`config.mk`:
```
export PLATFORM = sky130hd
export DESIGN_NAME = irq_sleep_replay
export DESIGN_NICKNAME = d
export VERILOG_FILES = /design/src/rtl/sicr_pkg.sv /design/src/rtl/sicr_line_sync.sv /design/src/rtl/sicr_regbank.sv /design/src/rtl/sicr_replay_fsm.sv /design/src/rtl/irq_sleep_replay.sv
export SDC_FILE = /design/constraint.sdc
export NUM_CORES = 1
export LEC_CHECK = 0
export BUFFER_PORTS_ARGS = -buffer_cell sky130_fd_sc_hd__buf_4
export CAP_MARGIN = 20
export CORE_MARGIN = 3
export CORE_UTILIZATION = 63
export CTS_BUF_LIST = sky130_fd_sc_hd__clkbuf_4 sky130_fd_sc_hd__clkbuf_8 sky130_fd_sc_hd__clkbuf_16
export DETAILED_ROUTE_END_ITERATION = 10
export PLACE_DENSITY = 0.85
export SLEW_MARGIN = 10
export SYNTH_ARGS = -nofsm -noshare
export SYNTH_HDL_FRONTEND = slang
export SYNTH_SLANG_ARGS = --single-unit
```
`constraint.sdc`:
```
create_clock -name clk -period 6.3 [get_ports clk]
set_input_delay 1.575 -clock clk [delete_from_list [all_inputs] [get_ports clk]]
set_output_delay 1.575 -clock clk [all_outputs]
set_load 0.02 [all_outputs]
```
`src/rtl/sicr_pkg.sv`:
```
package sicr_pkg;

    localparam int REG_AW = 12;
    localparam int WORD_W = 32;

    localparam logic [REG_AW-1:0] OFF_ACK       = 12'h040;
    localparam logic [REG_AW-1:0] OFF_MASK_SET  = 12'h0C0;
    localparam logic [REG_AW-1:0] OFF_MASK_CLR  = 12'h100;
    localparam logic [REG_AW-1:0] OFF_SENS_SET  = 12'h180;
    localparam logic [REG_AW-1:0] OFF_SENS_CLR  = 12'h1C0;
    localparam logic [REG_AW-1:0] OFF_POL_SET   = 12'h240;
    localparam logic [REG_AW-1:0] OFF_POL_CLR   = 12'h280;
    localparam logic [REG_AW-1:0] OFF_CTRL      = 12'h300;

    localparam int CTRL_EN_BIT    = 0;
    localparam int CTRL_EONLY_BIT = 1;
    localparam int CTRL_FLUSH_BIT = 2;

    typedef enum logic [1:0] {
        S_IDLE  = 2'd0,
        S_PULSE = 2'd1,
        S_DRAIN = 2'd2
    } replay_st_e;

    // True when addr selects word 'w' of the bank starting at 'base'.
    function automatic logic hit_word(input logic [REG_AW-1:0] addr,
                                      input logic [REG_AW-1:0] base,
                                      input int w);
        return (int'(addr) - int'(base)) == (w * (WORD_W / 8));
    endfunction

endpackage

```
`src/rtl/sicr_line_sync.sv`:
```
module sicr_line_sync #(
    parameter int N = 40
) (
    input  logic         clk,
    input  logic         rst_n,
    input  logic [N-1:0] irq_in,
    input  logic [N-1:0] pol,
    input  logic [N-1:0] sense,
    input  logic         edge_only,
    output logic [N-1:0] capture
);

    for (genvar i = 0; i < N; i++) begin : g_line
        logic s1_q, s2_q, prev_q;
        logic edge_hit, lvl_hit;

        always_ff @(posedge clk or negedge rst_n) begin
            if (!rst_n) begin
                s1_q   <= 1'b0;
                s2_q   <= 1'b0;
                prev_q <= 1'b0;
            end else begin
                s1_q   <= irq_in[i];
                s2_q   <= s1_q;
                prev_q <= s2_q;
            end
        end

        always_comb begin
            edge_hit = pol[i] ? (s2_q & ~prev_q) : (~s2_q & prev_q);
            lvl_hit  = (s2_q == pol[i]);
            capture[i] = (sense[i] && !edge_only) ? lvl_hit : edge_hit;
        end
    end

endmodule

```
`src/rtl/sicr_regbank.sv`:
```
module sicr_regbank
    import sicr_pkg::*;
#(
    parameter int N = 40
) (
    input  logic              clk,
    input  logic              rst_n,
    input  logic              bus_en,
    input  logic              bus_we,
    input  logic [REG_AW-1:0] bus_addr,
    input  logic [WORD_W-1:0] bus_wdata,
    output logic [WORD_W-1:0] bus_rdata,
    input  logic [N-1:0]      capture,
    input  logic [N-1:0]      replay_clr,
    output logic [N-1:0]      mask_q,
    output logic [N-1:0]      sense_q,
    output logic [N-1:0]      pol_q,
    output logic [N-1:0]      status_q,
    output logic              enable_q,
    output logic              edge_only_q,
    output logic              flush_go
);

    localparam int NW   = (N + WORD_W - 1) / WORD_W;
    localparam int NPAD = NW * WORD_W;

    logic wr, rd, ctrl_hit;
    logic [N-1:0] mset, mclr, sset, sclr, pset, pclr, ack, clr_vec;

    assign wr       = bus_en & bus_we;
    assign rd       = bus_en & ~bus_we;
    assign ctrl_hit = hit_word(bus_addr, OFF_CTRL, 0);
    assign flush_go = wr & ctrl_hit & bus_wdata[CTRL_FLUSH_BIT];

    for (genvar i = 0; i < N; i++) begin : g_dec
        localparam int WI = i / WORD_W;
        localparam int BI = i % WORD_W;
        assign mset[i] = wr & hit_word(bus_addr, OFF_MASK_SET, WI) & bus_wdata[BI];
        assign mclr[i] = wr & hit_word(bus_addr, OFF_MASK_CLR, WI) & bus_wdata[BI];
        assign sset[i] = wr & hit_word(bus_addr, OFF_SENS_SET, WI) & bus_wdata[BI];
        assign sclr[i] = wr & hit_word(bus_addr, OFF_SENS_CLR, WI) & bus_wdata[BI];
        assign pset[i] = wr & hit_word(bus_addr, OFF_POL_SET,  WI) & bus_wdata[BI];
        assign pclr[i] = wr & hit_word(bus_addr, OFF_POL_CLR,  WI) & bus_wdata[BI];
        assign ack[i]  = wr & hit_word(bus_addr, OFF_ACK,      WI) & bus_wdata[BI];
    end

    assign clr_vec = ack | replay_clr;

    always_ff @(posedge clk or negedge rst_n) begin
        if (!rst_n) begin
            mask_q      <= '0;
            sense_q     <= '0;
            pol_q       <= '1;
            status_q    <= '0;
            enable_q    <= 1'b0;
            edge_only_q <= 1'b0;
        end else begin
            mask_q   <= (mask_q  | mset) & ~mclr;
            sense_q  <= (sense_q | sset) & ~sclr;
            pol_q    <= (pol_q   | pset) & ~pclr;
            // a new capture in the same cycle wins over a clear
            status_q <= (status_q & ~clr_vec) | capture;
            if (wr && ctrl_hit) begin
                enable_q    <= bus_wdata[CTRL_EN_BIT];
                edge_only_q <= bus_wdata[CTRL_EONLY_BIT];
            end
        end
    end

    logic [NPAD-1:0] mask_pad, sense_pad, pol_pad, status_pad;
    assign mask_pad   = NPAD'(mask_q);
    assign sense_pad  = NPAD'(sense_q);
    assign pol_pad    = NPAD'(pol_q);
    assign status_pad = NPAD'(status_q);

    always_comb begin
        bus_rdata = '0;
        if (rd) begin
            if (ctrl_hit) begin
                bus_rdata[CTRL_EN_BIT]    = enable_q;
                bus_rdata[CTRL_EONLY_BIT] = edge_only_q;
            end
            for (int w = 0; w < NW; w++) begin
                if (hit_word(bus_addr, OFF_MASK_SET, w)) bus_rdata = mask_pad[w*WORD_W +: WORD_W];
                if (hit_word(bus_addr, OFF_SENS_SET, w)) bus_rdata = sense_pad[w*WORD_W +: WORD_W];
                if (hit_word(bus_addr, OFF_POL_SET,  w)) bus_rdata = pol_pad[w*WORD_W +: WORD_W];
                if (hit_word(bus_addr, OFF_ACK,      w)) bus_rdata = status_pad[w*WORD_W +: WORD_W];
            end
        end
    end

    // an acknowledged line with no concurrent capture is clear next cycle
    p_ack_clears_r7: assert property (@(posedge clk) disable iff (!rst_n)
        ((ack & ~capture) != '0) |=> ((status_q & $past(ack & ~capture)) == '0));

    // recorded status only drops through acknowledge or replay
    p_status_sticky_r6: assert property (@(posedge clk) disable iff (!rst_n)
        ##1 ((($past(status_q) & ~$past(clr_vec)) & ~status_q) == '0));

    // a detected event is present in status on the following cycle
    p_capture_recorded_r3: assert property (@(posedge clk) disable iff (!rst_n)
        (capture != '0) |=> (($past(capture) & ~status_q) == '0));

endmodule

```
`src/rtl/sicr_replay_fsm.sv`:
```
module sicr_replay_fsm
    import sicr_pkg::*;
#(
    parameter int N = 40
) (
    input  logic         clk,
    input  logic         rst_n,
    input  logic         flush_go,
    input  logic [N-1:0] status,
    input  logic [N-1:0] mask,
    output logic [N-1:0] pulse_vec
);

    replay_st_e state_q, state_d;
    logic [N-1:0] pend_q;

    always_ff @(posedge clk or negedge rst_n) begin
        if (!rst_n) state_q <= S_IDLE;
        else        state_q <= state_d;
    end

    always_ff @(posedge clk or negedge rst_n) begin
        if (!rst_n)                            pend_q <= '0;
        else if (state_q == S_IDLE && flush_go) pend_q <= status & ~mask;
    end

    always_comb begin
        state_d = state_q;
        unique case (state_q)
            S_IDLE:  if (flush_go) state_d = S_PULSE;
            S_PULSE: state_d = S_DRAIN;
            S_DRAIN: state_d = S_IDLE;
            default: state_d = S_IDLE;
        endcase
    end

    always_comb begin
        pulse_vec = '0;
        unique case (state_q)
            S_PULSE: pulse_vec = pend_q;
            default: pulse_vec = '0;
        endcase
    end

    // replay pulse lasts exactly one cycle, then a drain cycle
    p_pulse_one_cycle_r10: assert property (@(posedge clk) disable iff (!rst_n)
        (state_q == S_PULSE) |=> (state_q == S_DRAIN));

endmodule

```
`src/rtl/irq_sleep_replay.sv`:
```
module irq_sleep_replay
    import sicr_pkg::*;
#(
    parameter int N_LINES = 40
) (
    input  logic               clk,
    input  logic               rst_n,
    input  logic               bus_en,
    input  logic               bus_we,
    input  logic [11:0]        bus_addr,
    input  logic [31:0]        bus_wdata,
    output logic [31:0]        bus_rdata,
    input  logic [N_LINES-1:0] irq_in,
    output logic [N_LINES-1:0] irq_out
);

    logic [N_LINES-1:0] mask_q, sense_q, pol_q, status_q, capture, pulse_vec;
    logic enable_q, edge_only_q, flush_go;

    sicr_line_sync #(.N(N_LINES)) u_sync (
        .clk       (clk),
        .rst_n     (rst_n),
        .irq_in    (irq_in),
        .pol       (pol_q),
        .sense     (sense_q),
        .edge_only (edge_only_q),
        .capture   (capture)
    );

    sicr_regbank #(.N(N_LINES)) u_regs (
        .clk         (clk),
        .rst_n       (rst_n),
        .bus_en      (bus_en),
        .bus_we      (bus_we),
        .bus_addr    (bus_addr),
        .bus_wdata   (bus_wdata),
        .bus_rdata   (bus_rdata),
        .capture     (capture),
        .replay_clr  (pulse_vec),
        .mask_q      (mask_q),
        .sense_q     (sense_q),
        .pol_q       (pol_q),
        .status_q    (status_q),
        .enable_q    (enable_q),
        .edge_only_q (edge_only_q),
        .flush_go    (flush_go)
    );

    sicr_replay_fsm #(.N(N_LINES)) u_fsm (
        .clk       (clk),
        .rst_n     (rst_n),
        .flush_go  (flush_go),
        .status    (status_q),
        .mask      (mask_q),
        .pulse_vec (pulse_vec)
    );

    for (genvar i = 0; i < N_LINES; i++) begin : g_out
        always_comb begin
            if (pulse_vec[i])      irq_out[i] = pol_q[i];
            else if (mask_q[i])    irq_out[i] = ~pol_q[i];
            else if (enable_q)     irq_out[i] = ~pol_q[i];
            else                   irq_out[i] = irq_in[i];
        end
    end

    // no masked line is ever replayed
    p_masked_no_replay_r10: assert property (@(posedge clk) disable iff (!rst_n)
        ((pulse_vec & mask_q) == '0));

endmodule

```
Word level (Yosys, flattened, before mapping)

Cells that the tools add are included.

Bits in registers: 324
Input bits: 88
Output and inout bits: 72

Add/sub/neg operators: 8
Eq/ne operators: 49
Mux-type cells: 213
Bitwise logic cells: 514
Reduce and logical (&&, ||, !) cells: 52

Operator list:

| cell                   | count |
|---|---|
| $and 1x1->1            | 378 |
| $mux 32                | 9 |
| $logic_not 32->1       | 8 |
| $eq 32x4->1 const B    | 7 |
| $and 40x40->40         | 5 |
| $mux 1                 | 200 |
| $not 40->40            | 5 |
| $or 40x40->40          | 5 |
| $not 1->1              | 121 |
| $logic_and 1x1->1      | 42 |
| $eq 1x1->1             | 40 |
| $mux 40                | 1 |
| $sub 12x10->13 const B | 3 |
| $sub 12x9->13 const B  | 3 |
| $sub 12x7->13 const B  | 1 |
| $sub 12x8->13 const B  | 1 |
| $mux 2                 | 2 |
| $pmux 2 s2             | 1 |
| $eq 2x1->1 const B     | 1 |
| $logic_not 2->1        | 1 |
| $ne 2x1->1 const B     | 1 |
| $logic_not 1->1        | 1 |

Depth between registers and ports, before layout

Depth in word-level cells: 12
Mapped depth: 11
Mapped depth without buffers: 8

Hierarchy

A second synthesis with hierarchy kept.

Cells, all modules: 1476
Area total of the unflattened synthesis: 15237.1 µm²

Modules (own cells, without submodules):

| module           | instances | cells each | area each (µm²) | sequential area each (µm²) |
|---|---|---|---|---|
| sicr_regbank     | 1         | 810        | 7742.4          | 4103.9 |
| sicr_line_sync   | 1         | 286        | 4115.2          | 3002.9 |
| sicr_replay_fsm  | 1         | 172        | 2088.3          | 1051.0 |
| irq_sleep_replay | 1         | 208        | 1291.2          | 0.0 |

Worst setup path before layout

Ideal clock, no wire load.

Path kind: input to output
Start point: input bus_addr[1]
End point: output bus_rdata[2]
Data arrival time: 4267 ps
Data required time: 4725 ps
Setup slack: 458 ps
Cell stages on the path: 6
Buffers on the path: 0
Cell sequence: or4b_1 -> or4_4 -> a21oi_2 -> a221o_1 -> a211oi_1 -> a2111oi_0

Cells in the longest elaborated chain, start to end: 11
Elaborated cells on any way between the ends: 21
Those cells by class: 4 x add/sub; 4 x eq/ne; 9 x mux; 4 x reduce/logical

Ends and longest elaborated chain:

| what             | RTL line               | RTL |
|---|---|---|
| start, declared  | irq_sleep_replay.sv:10 | `input logic [11:0] bus_addr,` |
| $sub 12x8->13    | sicr_pkg.sv:29         | `return (int'(addr) - int'(base)) == (w * (WORD_W / 8));` |
| $logic_not 32->1 | sicr_pkg.sv:29         |  |
| $mux 32          | sicr_regbank.sv:84     | `if (hit_word(bus_addr, OFF_MASK_SET, w)) bus_rdata = mask_pad[w*WORD_W +: WORD_W];` |
| $mux 32          | sicr_regbank.sv:85     | `if (hit_word(bus_addr, OFF_SENS_SET, w)) bus_rdata = sense_pad[w*WORD_W +: WORD_W];` |
| $mux 32          | sicr_regbank.sv:86     | `if (hit_word(bus_addr, OFF_POL_SET, w)) bus_rdata = pol_pad[w*WORD_W +: WORD_W];` |
| $mux 32          | sicr_regbank.sv:87     | `if (hit_word(bus_addr, OFF_ACK, w)) bus_rdata = status_pad[w*WORD_W +: WORD_W];` |
| $mux 32          | sicr_regbank.sv:84     |  |
| $mux 32          | sicr_regbank.sv:85     |  |
| $mux 32          | sicr_regbank.sv:86     |  |
| $mux 32 *        | sicr_regbank.sv:87     |  |
| $mux 32 *        | sicr_regbank.sv:78     | `if (rd) begin` |
| end, declared    | irq_sleep_replay.sv:12 | `output logic [31:0] bus_rdata,` |

Every way passes the cells marked *; elsewhere a longest branch is shown, timed or not.

Worst setup path after layout

Start point: input bus_addr[7]
End point: output bus_rdata[3]

The elaborated chain is that of the path after synthesis.

==> impl_results.md <==
- Layout Utilization: 77.2%
- Syn Area/Cell: 9.56 sq um
- Antenna cells: 0
- CTS max path bufs: 3
- Leakage: 7.64 nW
- Vias in the first global route: 13000
- Reg clk slew, reported paths: 60 ps
- EDFF count, synth: 0
- Ys async rst share: 100%
- CTS tree: yes
- Slew @ Worst Pin: 1010 ps
- Total CTS buffers: 34
- Area contributors post-synth: dfrtp_1 49%, a21oi_1 13%, dfstp_2 7.2%
- Final #Nets: 1757
- Syn. warnings: 0
- Gr ovfl total: 0
- Vias: 13200
- Maximum vdd drop: 244 uV
- Cells after Synth: 1523
- Post-cts repair resize count: 0
- CP Class: in -> out
- Count leader, synth: a21oi_1
- Final Max Tran Viols: 0
- Worst Slack Setup Final: 280 ps
- Io pins: 160
- Initial core utilization: 65.3%
- Slew headroom: 32.5%
- Sequential share of the synthesized area: 56.0%
- Final instance area: 17200 sq um
- Outcome: finished clean
- Clock Skew: 16.6 ps
- Row cnt: 54
- Die area: 25000 sq um
- Post-synthesis cell type count: 55
- Synth Cell Area: 14600 sq um
- Post-DRT Antenna Nets: 0
- Area Overhead vs Synth: 18.2%
- Post-Syn Nets: 1615
- Largest area contributor in the synthesized netlist: dfrtp_1
- Vias per inst: 6.71
- Final Hold Fails: 0
- Worst-Skew Late Latency: 520 ps
- Unrepaired setup endpoints after global routing: no
- Setup slack at placement: 385 ps
- Routed wl met2: 21700 um
- WP data arrival: 4440 ps
- Yosys reg bits: 324
- Root buffer cell: clkbuf_16
- Wl on met1: 16200 um
- Post-Route WL: 44200 um
- Sink Count: 324
- Die width: 158 um
- Largest net degree at the start of global routing: 147
- Critical path launch point type: primary input
- Total core area: 22300 sq um
- Hold_buf cts: 0
- H-tree depth: 2
- Fin crit share: 95.6%
- Setup violators final: 0
- Max Used Layer: met4
- Req. time, crit path: 4720 ps
- PortBufs: 159
- Post-CTS Setup Bufs: 0
- Gpl congestion: 1.01
- DR iter-0 viols: 1486
- Synth top area share: 48.8%
- Die height: 158 um
- Proportion of layout cells with a drive suffix above 1: 21.1%
- Placed inst area: 16000 sq um
- HP Class: reg -> reg
- Fmax: 166 MHz
- Initial antenna violation count: 0
- Remaining DRCs: 0
- DP Wirelength: 27300 um
- Setup TNS: 0 ps
- Maximum fanout along the worst path: 9
- GR Util All Layers: 35.2%
- Min cycle time layout: 6020 ps
- Met3 routed WL: 4170 um
- Wirelength per Cell: 22.4 um
- Main flop type after synthesis: dfrtp_1
- Drt pass-1 iters: 6
- Global-route wire length before repair: 68900 um
- Worst setup EP type: primary output
- Power density cells: 262 nW/um^2
- Most frequent cells after synthesis: 388 x a21oi_1, 284 x dfrtp_1, 136 x nand2_1, 131 x nor2_1, 84 x nand3_1
- Number of max-cap violations: 0
[state kept, by name, summed over array words and instances (netlist names), 2 cells and up]
| signal | count |
|---|---|
| u_regs.mask_q | 40 |
| u_regs.status_q | 40 |
| u_sync.g_line.prev_q | 40 |
| u_fsm.state_q | 2 |
| u_regs.sense_q | 40 |
| u_sync.g_line.s1_q | 40 |
| u_regs.pol_q | 40 |
| u_sync.g_line.s2_q | 40 |
| u_fsm.pend_q | 40 |
[logic make-up (layout without fill, tap and decap cells)]
logic type | after synthesis | in the layout | synth area share (%)
fa+ha+maj | 4 | 4 | 0.344
flops | 324 | 324 | 56.0
mux | 3 | 3 | 0.223
compound gates | 603 | 603 | 24.5
simple gates | 453 | 453 | 14.5
xor+xnor | 11 | 11 | 0.662
buf+inv | 125 | 292 | 3.75
[layout by cell type (no fill, tap or decap), types with 5 or more instances in the layout]
master,n
a21oi_1,388
dfrtp_1,284
buf_4,187
nand2_1,136
nor2_1,128
nand3_1,84
a22oi_1,58
o21ai_0,49
inv_1,42
nand2b_1,41
o21ai_2,40
dfstp_2,40
clkbuf_16,35
o311ai_0,18
nor3_1,13
o311ai_1,11
clkbuf_4,10
or3_1,9
xor2_1,9
a311o_1,7
a211oi_1,6
nor4_1,5
nor2_2,5
clkinv_2,5
clkbuf_8,5
[report_power, final]
part           internal (mW)  total (mW)  switching (mW)
Sequential              2.12        2.15          0.0270
Clock                   1.29        2.12           0.827
Combinational         0.0849       0.237           0.152
Total                   3.50        4.51            1.01
[final cells by class]
class | instances | area [sq um]
Multi-Input combinational cell | 1074 | 5930
Clock buffer | 50 | 1020
Fill cell | 1461 | 5080
Inverter | 42 | 158
Timing Repair Buffer | 189 | 1440
Tap cell | 280 | 350
Clock inverter | 11 | 163
Sequential cell | 324 | 8160
[metal layers]
layer | global-route usage, % | up-vias
met5 | 0 | -
met4 | 17.3 | 0
met3 | 6.56 | 187
met2 | 58.7 | 836
met1 | 44.7 | 6436
li1 | - | 5763
[stage by stage]
| step | total power [mW] | std cells | hold slack (ps) |
|---|---|---|---|
| finish | 4.51 | 1970 | 335 |
| CTS | 4.52 | 1970 | 341 |
| global placement | 2.41 | 1909 | 332 |
| global route | 4.63 | 1970 | 339 |
| floorplan | 2.26 | 1523 | 331 |
| detailed placement | 2.42 | 1909 | 335 |
[critical path, cell delays in order]
cell and delay [ps]:
buf_4 140, or3_1 490, or3_1 540, nor3_4 440, a221o_1 220, a211oi_1 60
a2111oi_0 720, buf_4 270
[worst paths after layout]
kind / startpoint / endpoint / slack, ps / depth (start not counted)
hold / removal: u_sync.g_line[24].s1_q / u_sync.g_line[24].s2_q / 340 / 0
hold reg to reg: u_sync.g_line[24].s1_q / u_sync.g_line[24].s2_q / 340 / 0
min in group asynchronous: rst_n / u_sync.g_line[37].s2_q / 1120 / 1
setup / recovery: bus_addr[7] / bus_rdata[3] / 280 / 8
setup reg to reg: u_regs.edge_only_q / u_regs.status_q[34] / 3930 / 6
max in group asynchronous: rst_n / u_sync.g_line[27].prev_q / 3840 / 2
Note: power is estimated with default switching activity, not from simulation.
